[src/rtl/spi_reg_pkg.sv]
package spi_reg_pkg;

  typedef enum logic [2:0] {
    ST_IDLE,
    ST_ARM,
    ST_CMD,
    ST_ADDR,
    ST_DATA,
    ST_RX,
    ST_HOLD,
    ST_GAP
  } spiState_t;

  // Strobes from the control FSM to the datapath
  typedef struct packed {
    logic latchIn;
    logic loadCmd;
    logic loadAddr;
    logic loadData;
    logic shiftTx;
    logic clearTx;
    logic shiftRx;
    logic captureOut;
  } dpCtl_t;

endpackage

[src/rtl/spi_sclk_gen.sv]
module spi_sclk_gen #(
  parameter int SCLK_T = 28
) (
  input  logic clk,
  input  logic rst_n,
  output logic sclk,
  output logic riseStb,
  output logic fallStb
);
  localparam int HALF  = SCLK_T / 2;
  localparam int CNT_W = (HALF > 1) ? $clog2(HALF) : 1;

  logic [CNT_W-1:0] tCnt;
  logic             wrap;

  assign wrap    = (tCnt == CNT_W'(HALF - 1));
  // strobes mark the clock edge at which sclk changes level
  assign riseStb = wrap && !sclk;
  assign fallStb = wrap &&  sclk;

  always_ff @(posedge clk or negedge rst_n) begin
    if (!rst_n) begin
      tCnt <= '0;
      sclk <= 1'b0;
    end else if (wrap) begin
      tCnt <= '0;
      sclk <= !sclk;
    end else begin
      tCnt <= tCnt + 1'b1;
    end
  end
endmodule

[src/rtl/spi_reg_dpath.sv]
module spi_reg_dpath
  import spi_reg_pkg::*;
#(
  parameter int              DATA_W = 8,
  parameter logic [DATA_W-1:0] CMD_WR = 8'h0A,
  parameter logic [DATA_W-1:0] CMD_RD = 8'h0B
) (
  input  logic              clk,
  input  logic              rst_n,
  input  dpCtl_t            ctl,
  input  logic [DATA_W-1:0] regAddr,
  input  logic [DATA_W-1:0] wrData,
  input  logic              wrEn,
  input  logic              miso,
  output logic              mosi,
  output logic              wrQ,
  output logic [DATA_W-1:0] rdData
);
  logic [DATA_W-1:0] addrQ;
  logic [DATA_W-1:0] dataQ;
  logic [DATA_W-1:0] txReg;
  logic [DATA_W-1:0] rxReg;

  assign mosi = txReg[DATA_W-1];

  always_ff @(posedge clk or negedge rst_n) begin
    if (!rst_n) begin
      addrQ <= '0;
      dataQ <= '0;
      wrQ   <= 1'b0;
    end else if (ctl.latchIn) begin
      addrQ <= regAddr;
      dataQ <= wrData;
      wrQ   <= wrEn;
    end
  end

  always_ff @(posedge clk or negedge rst_n) begin
    if (!rst_n) begin
      txReg <= '0;
    end else if (ctl.clearTx) begin
      txReg <= '0;
    end else if (ctl.loadCmd) begin
      txReg <= wrQ ? CMD_WR : CMD_RD;
    end else if (ctl.loadAddr) begin
      txReg <= addrQ;
    end else if (ctl.loadData) begin
      txReg <= dataQ;
    end else if (ctl.shiftTx) begin
      txReg <= {txReg[DATA_W-2:0], 1'b0};
    end
  end

  always_ff @(posedge clk or negedge rst_n) begin
    if (!rst_n) begin
      rxReg <= '0;
    end else if (ctl.shiftRx) begin
      rxReg <= {rxReg[DATA_W-2:0], miso};
    end
  end

  always_ff @(posedge clk or negedge rst_n) begin
    if (!rst_n) begin
      rdData <= '0;
    end else if (ctl.captureOut) begin
      rdData <= rxReg;
    end
  end
endmodule

[src/rtl/spi_reg_ctrl.sv]
module spi_reg_ctrl
  import spi_reg_pkg::*;
#(
  parameter int DATA_W   = 8,
  parameter int HOLD_CYC = 2,
  parameter int GAP_CYC  = 2
) (
  input  logic   clk,
  input  logic   rst_n,
  input  logic   start,
  input  logic   riseStb,
  input  logic   fallStb,
  input  logic   wrQ,
  output dpCtl_t ctl,
  output logic   csN,
  output logic   done
);
  localparam int BIT_W  = (DATA_W > 2) ? $clog2(DATA_W) : 1;
  localparam int MAXW   = (HOLD_CYC > GAP_CYC) ? HOLD_CYC : GAP_CYC;
  localparam int WAIT_W = $clog2(MAXW + 1);

  spiState_t         state, stNext;
  logic [BIT_W-1:0]  bitCnt;
  logic [WAIT_W-1:0] waitCnt;
  logic              lastBit;
  logic              inFrame;

  assign lastBit = (bitCnt == BIT_W'(DATA_W - 1));
  assign inFrame = (state == ST_CMD) || (state == ST_ADDR) ||
                   (state == ST_DATA) || (state == ST_RX);

  always_comb begin
    ctl    = '0;
    stNext = state;
    unique case (state)
      ST_IDLE: if (start) begin
        ctl.latchIn = 1'b1;
        stNext      = ST_ARM;
      end
      ST_ARM: if (fallStb) begin
        ctl.loadCmd = 1'b1;
        stNext      = ST_CMD;
      end
      ST_CMD: if (fallStb) begin
        if (lastBit) begin
          ctl.loadAddr = 1'b1;
          stNext       = ST_ADDR;
        end else begin
          ctl.shiftTx = 1'b1;
        end
      end
      ST_ADDR: if (fallStb) begin
        if (lastBit && wrQ) begin
          ctl.loadData = 1'b1;
          stNext       = ST_DATA;
        end else if (lastBit) begin
          ctl.clearTx = 1'b1;
          stNext      = ST_RX;
        end else begin
          ctl.shiftTx = 1'b1;
        end
      end
      ST_DATA: if (fallStb) begin
        if (lastBit) begin
          ctl.clearTx = 1'b1;
          stNext      = ST_HOLD;
        end else begin
          ctl.shiftTx = 1'b1;
        end
      end
      ST_RX: begin
        ctl.shiftRx = riseStb;
        if (fallStb && lastBit) stNext = ST_HOLD;
      end
      ST_HOLD: if (waitCnt == WAIT_W'(HOLD_CYC - 1)) stNext = ST_GAP;
      ST_GAP: if (waitCnt == WAIT_W'(GAP_CYC - 1)) begin
        ctl.captureOut = !wrQ;
        stNext         = ST_IDLE;
      end
      default: stNext = ST_IDLE;
    endcase
  end

  always_ff @(posedge clk or negedge rst_n) begin
    if (!rst_n) begin
      state   <= ST_IDLE;
      bitCnt  <= '0;
      waitCnt <= '0;
      csN     <= 1'b1;
      done    <= 1'b0;
    end else begin
      state <= stNext;
      if (state == ST_ARM)          bitCnt <= '0;
      else if (inFrame && fallStb)  bitCnt <= bitCnt + 1'b1;
      if (state != stNext)          waitCnt <= '0;
      else if (state == ST_HOLD || state == ST_GAP) waitCnt <= waitCnt + 1'b1;
      if (state == ST_ARM && fallStb)                csN <= 1'b0;
      else if (state == ST_HOLD && stNext == ST_GAP) csN <= 1'b1;
      done <= (state == ST_GAP) && (stNext == ST_IDLE);
    end
  end
endmodule

[src/rtl/spi_reg_master.sv]
module spi_reg_master
  import spi_reg_pkg::*;
#(
  parameter int SCLK_T   = 28,
  parameter int HOLD_CYC = 2,
  parameter int GAP_CYC  = 2
) (
  input  logic       clk,
  input  logic       rst_n,
  input  logic       start,
  input  logic       wrEn,
  input  logic [7:0] regAddr,
  input  logic [7:0] wrData,
  output logic [7:0] rdData,
  output logic       done,
  output logic       spiSclk,
  output logic       spiMosi,
  input  logic       spiMiso,
  output logic       spiCsN
);
  localparam int DATA_W = 8;

  dpCtl_t ctl;
  logic   riseStb;
  logic   fallStb;
  logic   wrQ;

  spi_sclk_gen #(.SCLK_T(SCLK_T)) u_sclk (
    .clk     (clk),
    .rst_n   (rst_n),
    .sclk    (spiSclk),
    .riseStb (riseStb),
    .fallStb (fallStb)
  );

  spi_reg_ctrl #(
    .DATA_W   (DATA_W),
    .HOLD_CYC (HOLD_CYC),
    .GAP_CYC  (GAP_CYC)
  ) u_ctrl (
    .clk     (clk),
    .rst_n   (rst_n),
    .start   (start),
    .riseStb (riseStb),
    .fallStb (fallStb),
    .wrQ     (wrQ),
    .ctl     (ctl),
    .csN     (spiCsN),
    .done    (done)
  );

  spi_reg_dpath #(.DATA_W(DATA_W)) u_dpath (
    .clk     (clk),
    .rst_n   (rst_n),
    .ctl     (ctl),
    .regAddr (regAddr),
    .wrData  (wrData),
    .wrEn    (wrEn),
    .miso    (spiMiso),
    .mosi    (spiMosi),
    .wrQ     (wrQ),
    .rdData  (rdData)
  );
endmodule

[config.mk]
export PLATFORM = sky130hd
export DESIGN_NAME = spi_reg_master
export DESIGN_NICKNAME = d
export VERILOG_FILES = /design/src/rtl/spi_reg_pkg.sv /design/src/rtl/spi_sclk_gen.sv /design/src/rtl/spi_reg_dpath.sv /design/src/rtl/spi_reg_ctrl.sv /design/src/rtl/spi_reg_master.sv
export SDC_FILE = /design/constraint.sdc
export NUM_CORES = 1
export LEC_CHECK = 0
export ABC_AREA = 1
export ABC_CLOCK_PERIOD_IN_PS = 1600
export BUFFER_PORTS_ARGS = -buffer_cell sky130_fd_sc_hd__buf_2
export CAP_MARGIN = 10
export CORE_MARGIN = 2
export CORE_UTILIZATION = 52
export DETAILED_ROUTE_END_ITERATION = 10
export PLACE_DENSITY = 0.75
export REMOVE_ABC_BUFFERS = 1
export SETUP_SLACK_MARGIN = 0.15
export SLEW_MARGIN = 20
export SYNTH_ARGS = -nofsm -noshare
export SYNTH_HDL_FRONTEND = slang
export SYNTH_SLANG_ARGS = --single-unit
[constraint.sdc]
create_clock -name clk -period 1.6 [get_ports clk]
set_input_delay 0.48 -clock clk [delete_from_list [all_inputs] [get_ports clk]]
set_output_delay 0.48 -clock clk [all_outputs]
set_load 0.02 [all_outputs]
==> After elaboration in Yosys (flattened, before gate mapping) <==
Cells that the tools add are included.
{ "classes": {"n_eq_ne": 12, "addsub": 3, "muxes": 45, "reduce_logical": 20} }
{ "op_table": {"columns": ["cell", "count"], "rows": [
  ["3-bit two-way mux", 15],
  ["8-bit two-way mux", 5],
  ["3-bit case mux with 8 select lines", 1],
  ["3-bit == test, second input constant", 6],
  ["1-bit two-way mux", 17],
  ["1-bit logical AND", 8],
  ["2-bit two-way mux", 4],
  ["3-bit by 2-bit == test with 1-bit output, second input constant", 2],
  ["3-bit logical NOT", 2],
  ["2-bit nonzero test", 3],
  ["5-bit nonzero test", 1],
  ["4-bit by 1-bit adder with 4-bit output, second input constant", 1],
  ["4-bit == test, second input constant", 1],
  ["1-bit logical OR", 4],
  ["4-bit two-way mux", 1],
  ["3-bit by 1-bit adder with 3-bit output, second input constant", 1],
  ["3-bit by 1-bit == test with 1-bit output, second input constant", 1],
  ["3-bit != test", 1],
  ["1-bit case mux with 3 select lines", 1],
  ["2-bit by 1-bit adder with 2-bit output, second input constant", 1],
  ["2-bit by 1-bit == test with 1-bit output, second input constant", 1],
  ["1-bit logical NOT", 2],
  ["1-bit case mux with 2 select lines", 1]
]} }
{ "word_totals": {"out_inout_bits": 12, "ff_bits": 56, "elab_cells": 93, "in_bits": 21} }

==> Depth between registers and ports, before layout <==
Gate-level depths: netlist (run 1).
{ "logic_depth": {"ltp_word": 10, "mapped_depth": 11, "ltp_nobuf": 11} }

==> Hierarchy <==
From an unflattened synthesis (run 1), not the netlist that was laid out.
{ "unflattened": {"cells_unflattened": 300, "area_unflattened_um2": 2683.8} }
{ "modules_own_cells": {"columns": ["mod", "seq_area_each_um2", "cells_per_inst", "n_inst", "area_each_um2"], "rows": [
  ["spi_reg_dpath", 1026.0, 176, 1, 1764.2],
  ["spi_reg_ctrl", 251.5, 94, 1, 693.2],
  ["spi_sclk_gen", 125.1, 30, 1, 226.5]
]} }

==> Least setup slack after synthesis (run 1) <==
No wires, ideal clock.
{ "synth_path": {"path_type": "register to register", "startpoint": "register u_ctrl.bitCnt[0]", "endpoint": "register u_dpath.txReg[1]", "path_slack_ps": -22, "required_time_ps": 1483, "t_arrival_ps": 1505, "path_stages_with_launch": 11, "setup_ps": 117, "n_path_buf": 0, "synth_period_minus_slack_ps": 1622, "path_cell_list": "dfrtp_1 -> ha_1 -> ha_1 -> inv_1 -> nor2_4 -> nand3_1 -> nand2_1 -> nor2_4 -> nor2_8 -> nand3_1 -> nand2_1"} }
{ "synth_via": {"elab_chain_cells": 9, "elab_cells_between_ends": 19, "cone_classes": "eq/ne: 1; mux: 16; reduce/logical: 2"} }
{ "synth_rtl": {"columns": ["item", "line_no", "text"], "rows": [
  ["start, declared", "spi_reg_ctrl.sv:23", "logic [BIT_W-1:0] bitCnt;"],
  ["start signal, assigned", "spi_reg_ctrl.sv:94", "else if (inFrame && fallStb) bitCnt <= bitCnt + 1'b1;"],
  ["3-bit == test *", "spi_reg_ctrl.sv:28", "assign lastBit = (bitCnt == BIT_W'(DATA_W - 1));"],
  ["1-bit logical AND", "spi_reg_ctrl.sv:53", "if (lastBit && wrQ) begin"],
  ["1-bit two-way mux", "spi_reg_ctrl.sv:53", null],
  ["3-bit two-way mux", "spi_reg_ctrl.sv:52", "ST_ADDR: if (fallStb) begin"],
  ["1-bit two-way mux", "spi_reg_ctrl.sv:35", "unique case (state)"],
  ["8-bit two-way mux", "spi_reg_dpath.sv:47", "end else if (ctl.loadData) begin"],
  ["8-bit two-way mux", "spi_reg_dpath.sv:45", "end else if (ctl.loadAddr) begin"],
  ["8-bit two-way mux", "spi_reg_dpath.sv:43", "end else if (ctl.loadCmd) begin"],
  ["8-bit two-way mux", "spi_reg_dpath.sv:41", "end else if (ctl.clearTx) begin"],
  ["end signal, assigned", "spi_reg_dpath.sv:44", "txReg <= wrQ ? CMD_WR : CMD_RD;"],
  ["end signal, assigned", "spi_reg_dpath.sv:46", "txReg <= addrQ;"],
  ["end signal, assigned", "spi_reg_dpath.sv:48", "txReg <= dataQ;"],
  ["end, declared", "spi_reg_dpath.sv:21", "logic [DATA_W-1:0] txReg;"]
]} }
Every way passes the cells marked *; elsewhere a longest branch is shown, timed or not.
A chain may end at the register's enable or synchronous reset.

==> Worst setup path after layout (run 1) <==
{ "layout_path": {"startpoint": "register u_ctrl.state[0]", "endpoint": "register u_dpath.txReg[3]"} }
{ "layout_via": {"elab_chain_cells": 6, "elab_cells_between_ends": 14, "cone_classes": "eq/ne: 4; mux: 9; reduce/logical: 1"} }
{ "layout_rtl": {"columns": ["item", "line_no", "text"], "rows": [
  ["start, declared", "spi_reg_ctrl.sv:22", "spiState_t state, stNext;"],
  ["start signal, assigned", "spi_reg_ctrl.sv:92", "state <= stNext;"],
  ["3-bit by 2-bit == test with 1-bit output", "spi_reg_ctrl.sv:35", null],
  ["1-bit two-way mux", "spi_reg_ctrl.sv:35", null],
  ["8-bit two-way mux", "spi_reg_dpath.sv:47", null],
  ["8-bit two-way mux", "spi_reg_dpath.sv:45", null],
  ["8-bit two-way mux", "spi_reg_dpath.sv:43", null],
  ["8-bit two-way mux", "spi_reg_dpath.sv:41", null]
]} }
Several ways; a longest one is shown, not always the timed one.

==> results.txt, run 1 <==
- Status: finished, violations left
* Violated checks: negative setup slack
- Via total after detailed routing: 2,334
* Most frequent cells in the layout: sky130_fd_sc_hd__nand2_1 (69), sky130_fd_sc_hd__dfrtp_1 (52), sky130_fd_sc_hd__buf_2 (30)
* Final Skew: 0.00270 ns
- Summing all placed instances gives a cell area of 0.00315 sq mm.
- Path type of the worst min-delay path: input port to asynchronous set/reset pin
- Post-layout nets: 402
* Max_cap viols: 0
- Kind of end point of the critical path: flop
- Wire length of the first global-routing pass: 9.74 mm
* Count of buffers from port buffering: 32
- The setup path with the least slack is of type flop to flop.
* Sum of net half-perimeters after detailed placement: 4.03 mm
* Overflow after GRT: 0
* Count of antenna-violating nets left after detailed routing: 0
- The finished cells cover 0.00364 sq mm.
- The later pin in the worst-skew pair is clocked with a latency of 0.31 ns.
* Number of enable flip-flop cells after synthesis: 0
- Final number of hold-violating endpoints: 0
- Setup violations remaining at the end of the flow were counted as 5.
* Maximum frequency from static timing analysis: 603 MHz
- The Yosys step of the flow raised 0 warnings.
* Io pins: 33
- Cell area after synthesis: 0.00278 sq mm
* Number of distinct standard cells referenced by the synthesized netlist: 34
* Routed WL per cell: 14.0 microns
- Leaving out fill and tap cells, the most frequent cell in the layout is sky130_fd_sc_hd__nand2_1.
* TritonCTS clock tree: yes
- DRC violation total after the first TritonRoute iteration: 145
* Setup repair after global routing missed its margin: true
- Number of clock buffers inserted by TritonCTS: 5
* Worst Max-Slew Pin Slew: 0.290 ns
- Of the available clock period, the critical path in the final layout requires 104%.
- Prior to clock tree synthesis, the placed netlist has a worst setup slack of -0.122 ns.
- A synthesized cell averages 9.08 sq um.
- Maximum number of pins on one net before global-route repair: 57
- Worst slew margin relative to its limit: 80.7%
* Number of inserted diodes: 0
- Min cycle time layout: 1.66 ns
- In this run the power density over the cells is 662 mW/mm^2.
* Starting density of the core: 54.0%
- Sequential cells were found to cover 50.5% of the synthesized design area.
* Final-layout fill cell count: 388
- In this run the vertical extent of the chip is 77.1 microns.
- In this run the horizontal extent of the chip is 77.1 microns.
* Tot GR Track Use: 20.6%
- Depth of the worst register-to-register path: 11
- Via count of the first global-routing pass: 2,126
* CP startpoint kind: flop
- Maximum clock insertion buffer count: 2
- DRC violations left: 0
- Leak Pwr: 0.00187 uW
* Total Power: 2410 uW
- Synthesis inferred 56 register bits.
- Cell at the root of the clock tree: sky130_fd_sc_hd__clkbuf_8
* Peak supply drop: 0.000461 V
- For this design, the CTS-stage hold fixing added 0 buffers.
- Ratio of cells with drive above 1 in the final layout: 42.1%
- Data required time of the worst path: 1.86 ns
- Clock-pin slew was measured on the worst setup and hold paths at 0.10 ns.
- The most used flip-flop cell after synthesis is sky130_fd_sc_hd__dfrtp_1.
* Slack of the critical path: -0.0598 ns
* Start of the worst register-to-register path: u_ctrl.state[0]
- Highest net fanout along the worst path: 4
* Router iterations before antenna repair: 4
* Async S/R FF share, synth: 100%
* Vias/cell: 5.21
- The worst register-to-register path ends at u_dpath.txReg[3].
- Initial antenna violation count: 0
- After floorplanning, the core was divided into 26 placement rows.
* Die Outline Area: 0.00594 sq mm
- Setup slack, reg-to-reg: -0.06 ns
* Cells after synthesis: 306
- The core region is 0.00514 sq mm.
- Post-synthesis to final-layout area growth: 31.1%
- Number of max-slew violations in the final report: 0
* CTS HTree Levels: 2
* Post-detailed-routing wire length: 6.28 mm
- Final RePlAce weighted congestion: 0.920
* Worst path arrival time: 1.92 ns
* Sinks on the clock net: 56
[final cells by class]
class | count | area [sq um] | share of cell area [%]
flip-flops and latches | 56 | 1410 | 38.6
multi-input cells | 210 | 1390 | 38.1
repair buffers | 71 | 520 | 14.3
inverters | 33 | 126 | 3.47
well taps | 70 | 87.6 | 2.40
clock buffers | 5 | 68.8 | 1.89
clock inverters | 3 | 46.3 | 1.27
[flip-flops by register name, summed over array words and instances, names as in the netlist]
register / flops
u_ctrl.bitCnt: 3
u_ctrl.csN: 1
u_ctrl.done: 1
u_ctrl.state: 3
u_ctrl.waitCnt: 2
u_dpath.addrQ: 8
u_dpath.dataQ: 8
u_dpath.rdData: 8
u_dpath.rxReg: 8
u_dpath.txReg: 8
u_dpath.wrQ: 1
u_sclk.sclk: 1
u_sclk.tCnt: 4
[per-layer routing]
| layer | global-route usage, % | share of wire [%] |
|---|---|---|
| met2 | 33.6 | 50 |
| met3 | 3.76 | 5.2 |
| met1 | 28.2 | 44 |
| met4 | 6.43 | 1.5 |
| met5 | 0 | 0 |
[cell families after synthesis]
group / Yosys count / share of synthesized area, %
buffers and inverters: 41 / 6.80
adders and majority gates: 4 / 1.80
DFF: 56 / 50.5
xor gates and xnor gates: 1 / 0.315
and+or+nand+nor: 158 / 28.2
AOI/OAI and AO/OA: 31 / 6.26
muxes: 15 / 6.08
[per-stage QoR]
stage          cells  setup TNS, ns  hold slack [ns]  utilization [%]
5_1_grt          448         -0.861            0.172             70.9
3_3_place_gp     422         -0.432            0.466             61.3
3_5_place_dp     422         -0.880            0.473             61.3
4_1_cts          442              0            0.159             68.1
6_report         448        -0.0860            0.150             70.9
2_1_floorplan    298          -4.76            0.184                -
[cells in the mapped netlist (2+ instances only)]
cell type	n	share of area (%)
sky130_fd_sc_hd__mux2_2	15	6.1
sky130_fd_sc_hd__nand3_2	3	1.1
sky130_fd_sc_hd__nand2_1	78	11
sky130_fd_sc_hd__ha_1	4	1.8
sky130_fd_sc_hd__inv_2	3	0.41
sky130_fd_sc_hd__dfrtp_1	55	50
sky130_fd_sc_hd__buf_6	2	0.81
sky130_fd_sc_hd__inv_1	29	3.9
sky130_fd_sc_hd__o21ai_1	3	0.54
sky130_fd_sc_hd__nand4_1	5	1.1
sky130_fd_sc_hd__nand2_2	2	0.45
sky130_fd_sc_hd__a21oi_1	11	2.0
sky130_fd_sc_hd__nor2_2	4	0.90
sky130_fd_sc_hd__nand3_1	32	5.8
sky130_fd_sc_hd__nor2_4	3	1.2
sky130_fd_sc_hd__nand3_4	2	1.3
sky130_fd_sc_hd__nand2_4	2	0.81
sky130_fd_sc_hd__nor2_1	22	3.0
sky130_fd_sc_hd__o21ai_0	14	2.5
sky130_fd_sc_hd__buf_2	3	0.54
[what timing repair did]
item	in CTS	in global routing
pin swaps	13	11
resized for setup	37	31
buffers inserted	11	5
endpoints found under the setup margin	29	49
gates cloned	1	1
endpoints found under the hold margin	0	0
[worst max path at each step]
| stage | from | endpoint | depth (start not counted) |
|---|---|---|---|
| global route | u_sclk.tCnt[1] | u_dpath.txReg[3] | 11 |
| finish | u_ctrl.state[0] | u_dpath.txReg[3] | 11 |
| floorplan | u_sclk.sclk | u_dpath.txReg[2] | 8 |
| global placement | u_ctrl.bitCnt[0] | u_dpath.txReg[7] | 10 |
| CTS | u_ctrl.bitCnt[1] | u_dpath.txReg[7] | 11 |
| detailed placement | u_ctrl.bitCnt[0] | u_dpath.txReg[4] | 10 |
[report_power, final]
group          switching, uW  total, uW  internal [uW]
clock                    468        940            472
sequential             0.409       1420           1420
combinational           33.9       56.8           22.9
[critical path, stage by stage (launching register included)]
cell	delay [ns]
sky130_fd_sc_hd__dfrtp_2	0.45
sky130_fd_sc_hd__buf_4	0.16
sky130_fd_sc_hd__nor2_4	0.13
sky130_fd_sc_hd__nand2_2	0.09
sky130_fd_sc_hd__inv_2	0.08
sky130_fd_sc_hd__nand3_4	0.13
sky130_fd_sc_hd__nand2_4	0.13
sky130_fd_sc_hd__buf_4	0.12
sky130_fd_sc_hd__inv_1	0.04
sky130_fd_sc_hd__nand3_1	0.13
sky130_fd_sc_hd__nand3_2	0.08
sky130_fd_sc_hd__nand2_1	0.07
Power figures use the tool's default switching activity.
==> run 2: changes to the inputs <==
- TNS_END_PERCENT: not set -> 30
==> results.txt, run 2 (same netlist as run 1, synthesis figures left out) <==
- The flow ran to the end, but the final reports show violations.
* Violated checks: negative setup slack
* Data required time of the worst path: 1.85 ns (about the same)
* Path type of the worst min-delay path: input port to asynchronous set/reset pin
* Worst setup path end: u_dpath.txReg[5]
- The largest fanout on the critical path is 7 (+3).
* Sinks on the clock net: 56 (unchanged)
- Period utilization: 102% (-2.1 points)
* Post-placement cell area: 0.00315 sq mm (unchanged)
- The worst setup path is launched from a flop.
- The number of optimization iterations in the first detailed-route pass was 4 (unchanged).
- Final setup violation count: 2 (-3)
- DRC violations left: 0 (unchanged)
- Worst slew margin relative to its limit: 78.1% (-2.6 points)
* Min cycle time layout: 1.63 ns (-0.0329 ns)
- The final max-slew violation count is 0 (unchanged).
- Final-layout fill cell count: 398 (+2.6%)
* Io pins: 33 (unchanged)
* Initial antenna violation count: 0 (unchanged)
- The remaining antenna violation count after routing is 0 (unchanged).
- The leakage power came to 0.00182 uW (-2.7%).
- Placement Rows: 26 (unchanged)
- Via count of the first global-routing pass: 2,167 (+1.9%)
* Vertical die dimension: 77.1 microns (unchanged)
- Horizontal die dimension: 77.1 microns (unchanged)
- The worst clock skew was 0.00561 ns (+0.00290 ns).
- The overall track demand over capacity in global routing is 20.8% (+0.15 points).
* TritonCTS clock tree: yes
* Max_cap viols: 0 (unchanged)
- The clock insertion delay at the later pin of the skew report is 0.31 ns (about the same).
* Kind of end point of the critical path: flop
- Number of inserted diodes: 0 (unchanged)
- Post-synthesis to final-layout area growth: 28.9%
- The number of buffers inserted during clock tree synthesis is 5 (unchanged).
- Critical setup path kind: flop to flop
- Worst hold margin: 0.138 ns (-0.0126 ns)
* DRC violation total after the first TritonRoute iteration: 141 (-2.8%)
- Peak supply drop: 0.000454 V (-1.7%)
- The half-perimeter wire length of the detailed placement result is 4.03 mm (unchanged).
* Maximum frequency from static timing analysis: 615 MHz (+2.0%)
* Start of the worst register-to-register path: u_ctrl.state[0]
- Launch point of the worst path: u_ctrl.state[0]
- Via total after detailed routing: 2,276 (-2.5%)
- Hold-fix buffer count after cts: 0 (unchanged)
* End of the worst register-to-register path: u_dpath.txReg[5]
- Slack of the critical path: -0.0268 ns (+0.0329 ns)
- The floorplan die area is 0.00594 sq mm (unchanged).
* CTS HTree Levels: 2 (unchanged)
* Final Cell Area: 0.00358 sq mm (-1.7%)
* Power per unit of standard cell area: 672 mW/mm^2 (+1.5%)
* Routed WL per cell: 13.4 microns (-4.2%)
- The number of port buffers was 32 (unchanged).
* Setup slack, reg-to-reg: -0.03 ns (+0.03 ns)
- The depth of the most critical reg-to-reg path came to 10 (-1).
* Ratio of cells with drive above 1 in the final layout: 39.8% (-2.3 points)
* Setup repair after global routing missed its margin: true
- Starting density of the core: 54.0% (unchanged)
* Worst path arrival time: 1.88 ns (-0.04 ns)
* Maximum number of pins on one net before global-route repair: 57 (unchanged)
- In the layout the commonest cells are sky130_fd_sc_hd__nand2_1 (71), sky130_fd_sc_hd__dfrtp_1 (53), sky130_fd_sc_hd__buf_2 (30).
- Cell at the root of the clock tree: sky130_fd_sc_hd__clkbuf_8
- Maximum clock insertion buffer count: 2 (unchanged)
* Most common library cell in the layout ignoring fill and taps: sky130_fd_sc_hd__nand2_1
- Post-layout nets: 396 (-1.5%)
* Worst Max-Slew Pin Slew: 0.329 ns (+0.0387 ns)
- Total negative slack for setup checks: -0.0387 ns (+0.0473 ns)
- The first-pass GRT wire length came to 9.81 mm (+0.78%).
* Total Power: 2410 uW (-0.24%)
* Placeable core region: 0.00514 sq mm (unchanged)
* Final number of hold-violating endpoints: 0 (unchanged)
- The detailed-route wire length is 5.94 mm (-5.4%).
* Vias/cell: 5.15 (-1.2%)
- The routability congestion estimate from global placement was 0.920 (unchanged).
* Overflow after GRT: 0 (unchanged)
- The setup slack after placement was -0.122 ns (unchanged).
* Post-CTS clock slew at the launch and capture registers of the worst setup and hold paths: 0.10 ns (about the same)
-- run 2: through the flow --
stage                     util (%)  instances
after floorplan                  -        298
after global placement        61.3        422
after detailed placement      61.3        422
after CTS                     67.6        441
after global routing          69.7        442
final                         69.7        442
-- run 2: critical path, cell delays in order (launching register included) --
cell and delay (ns):
sky130_fd_sc_hd__dfrtp_2 0.46, sky130_fd_sc_hd__buf_4 0.16, sky130_fd_sc_hd__nor2_4 0.13, sky130_fd_sc_hd__nand2_2 0.08, sky130_fd_sc_hd__inv_2 0.08, sky130_fd_sc_hd__nand3_4 0.12
sky130_fd_sc_hd__nand2_4 0.12, sky130_fd_sc_hd__nor2_4 0.07, sky130_fd_sc_hd__nor2_8 0.18, sky130_fd_sc_hd__nand3_2 0.10, sky130_fd_sc_hd__nand2_1 0.08
-- run 2: area by class of cell --
cell class / count / area [sq um] / area share (%)
multi-input combinational: 210 / 1380 / 38.5
timing repair buffer: 65 / 468 / 13.1
inverter: 33 / 126 / 3.53
sequential: 56 / 1410 / 39.2
clock inverter: 3 / 46.3 / 1.29
tap: 70 / 87.6 / 2.45
clock buffer: 5 / 68.8 / 1.92
-- run 2: power by group --
| part | switching, uW | internal [uW] |
|---|---|---|
| Clock | 462 | 472 |
| Combinational | 34.1 | 23.0 |
| Sequential | 0.396 | 1420 |
-- run 2: how the worst min path moves through the flow --
| stage | to | slack (ns) | cells past startpoint |
|---|---|---|---|
| after CTS | u_sclk.tCnt[0] | 0.16 | 2 |
| after global routing | u_ctrl.done | 0.17 | 2 |
| after global placement | u_dpath.rxReg[1] | 0.47 | 2 |
| final | u_sclk.tCnt[0] | 0.14 | 2 |
| after floorplan | u_ctrl.bitCnt[0] | 0.18 | 0 |
| after detailed placement | u_dpath.rxReg[6] | 0.47 | 2 |
-- run 2: what timing repair did --
item                                    CTS  global route
pin swaps                                13            13
hold endpoints to repair                  0             0
endpoints found under the setup margin   29            49
gates resized for setup                  31            28
cloned                                    1             0
setup buffers                            10             1
-- run 2: metal layers --
layer  vias to the layer above  share of wire (%)  GRT usage, %
met5                         -                  0             0
met4                         0                1.1          6.79
met3                         6                4.9          4.24
met2                        56                 48          33.7
met1                      1090                 46          28.2
li1                       1124                  -             -
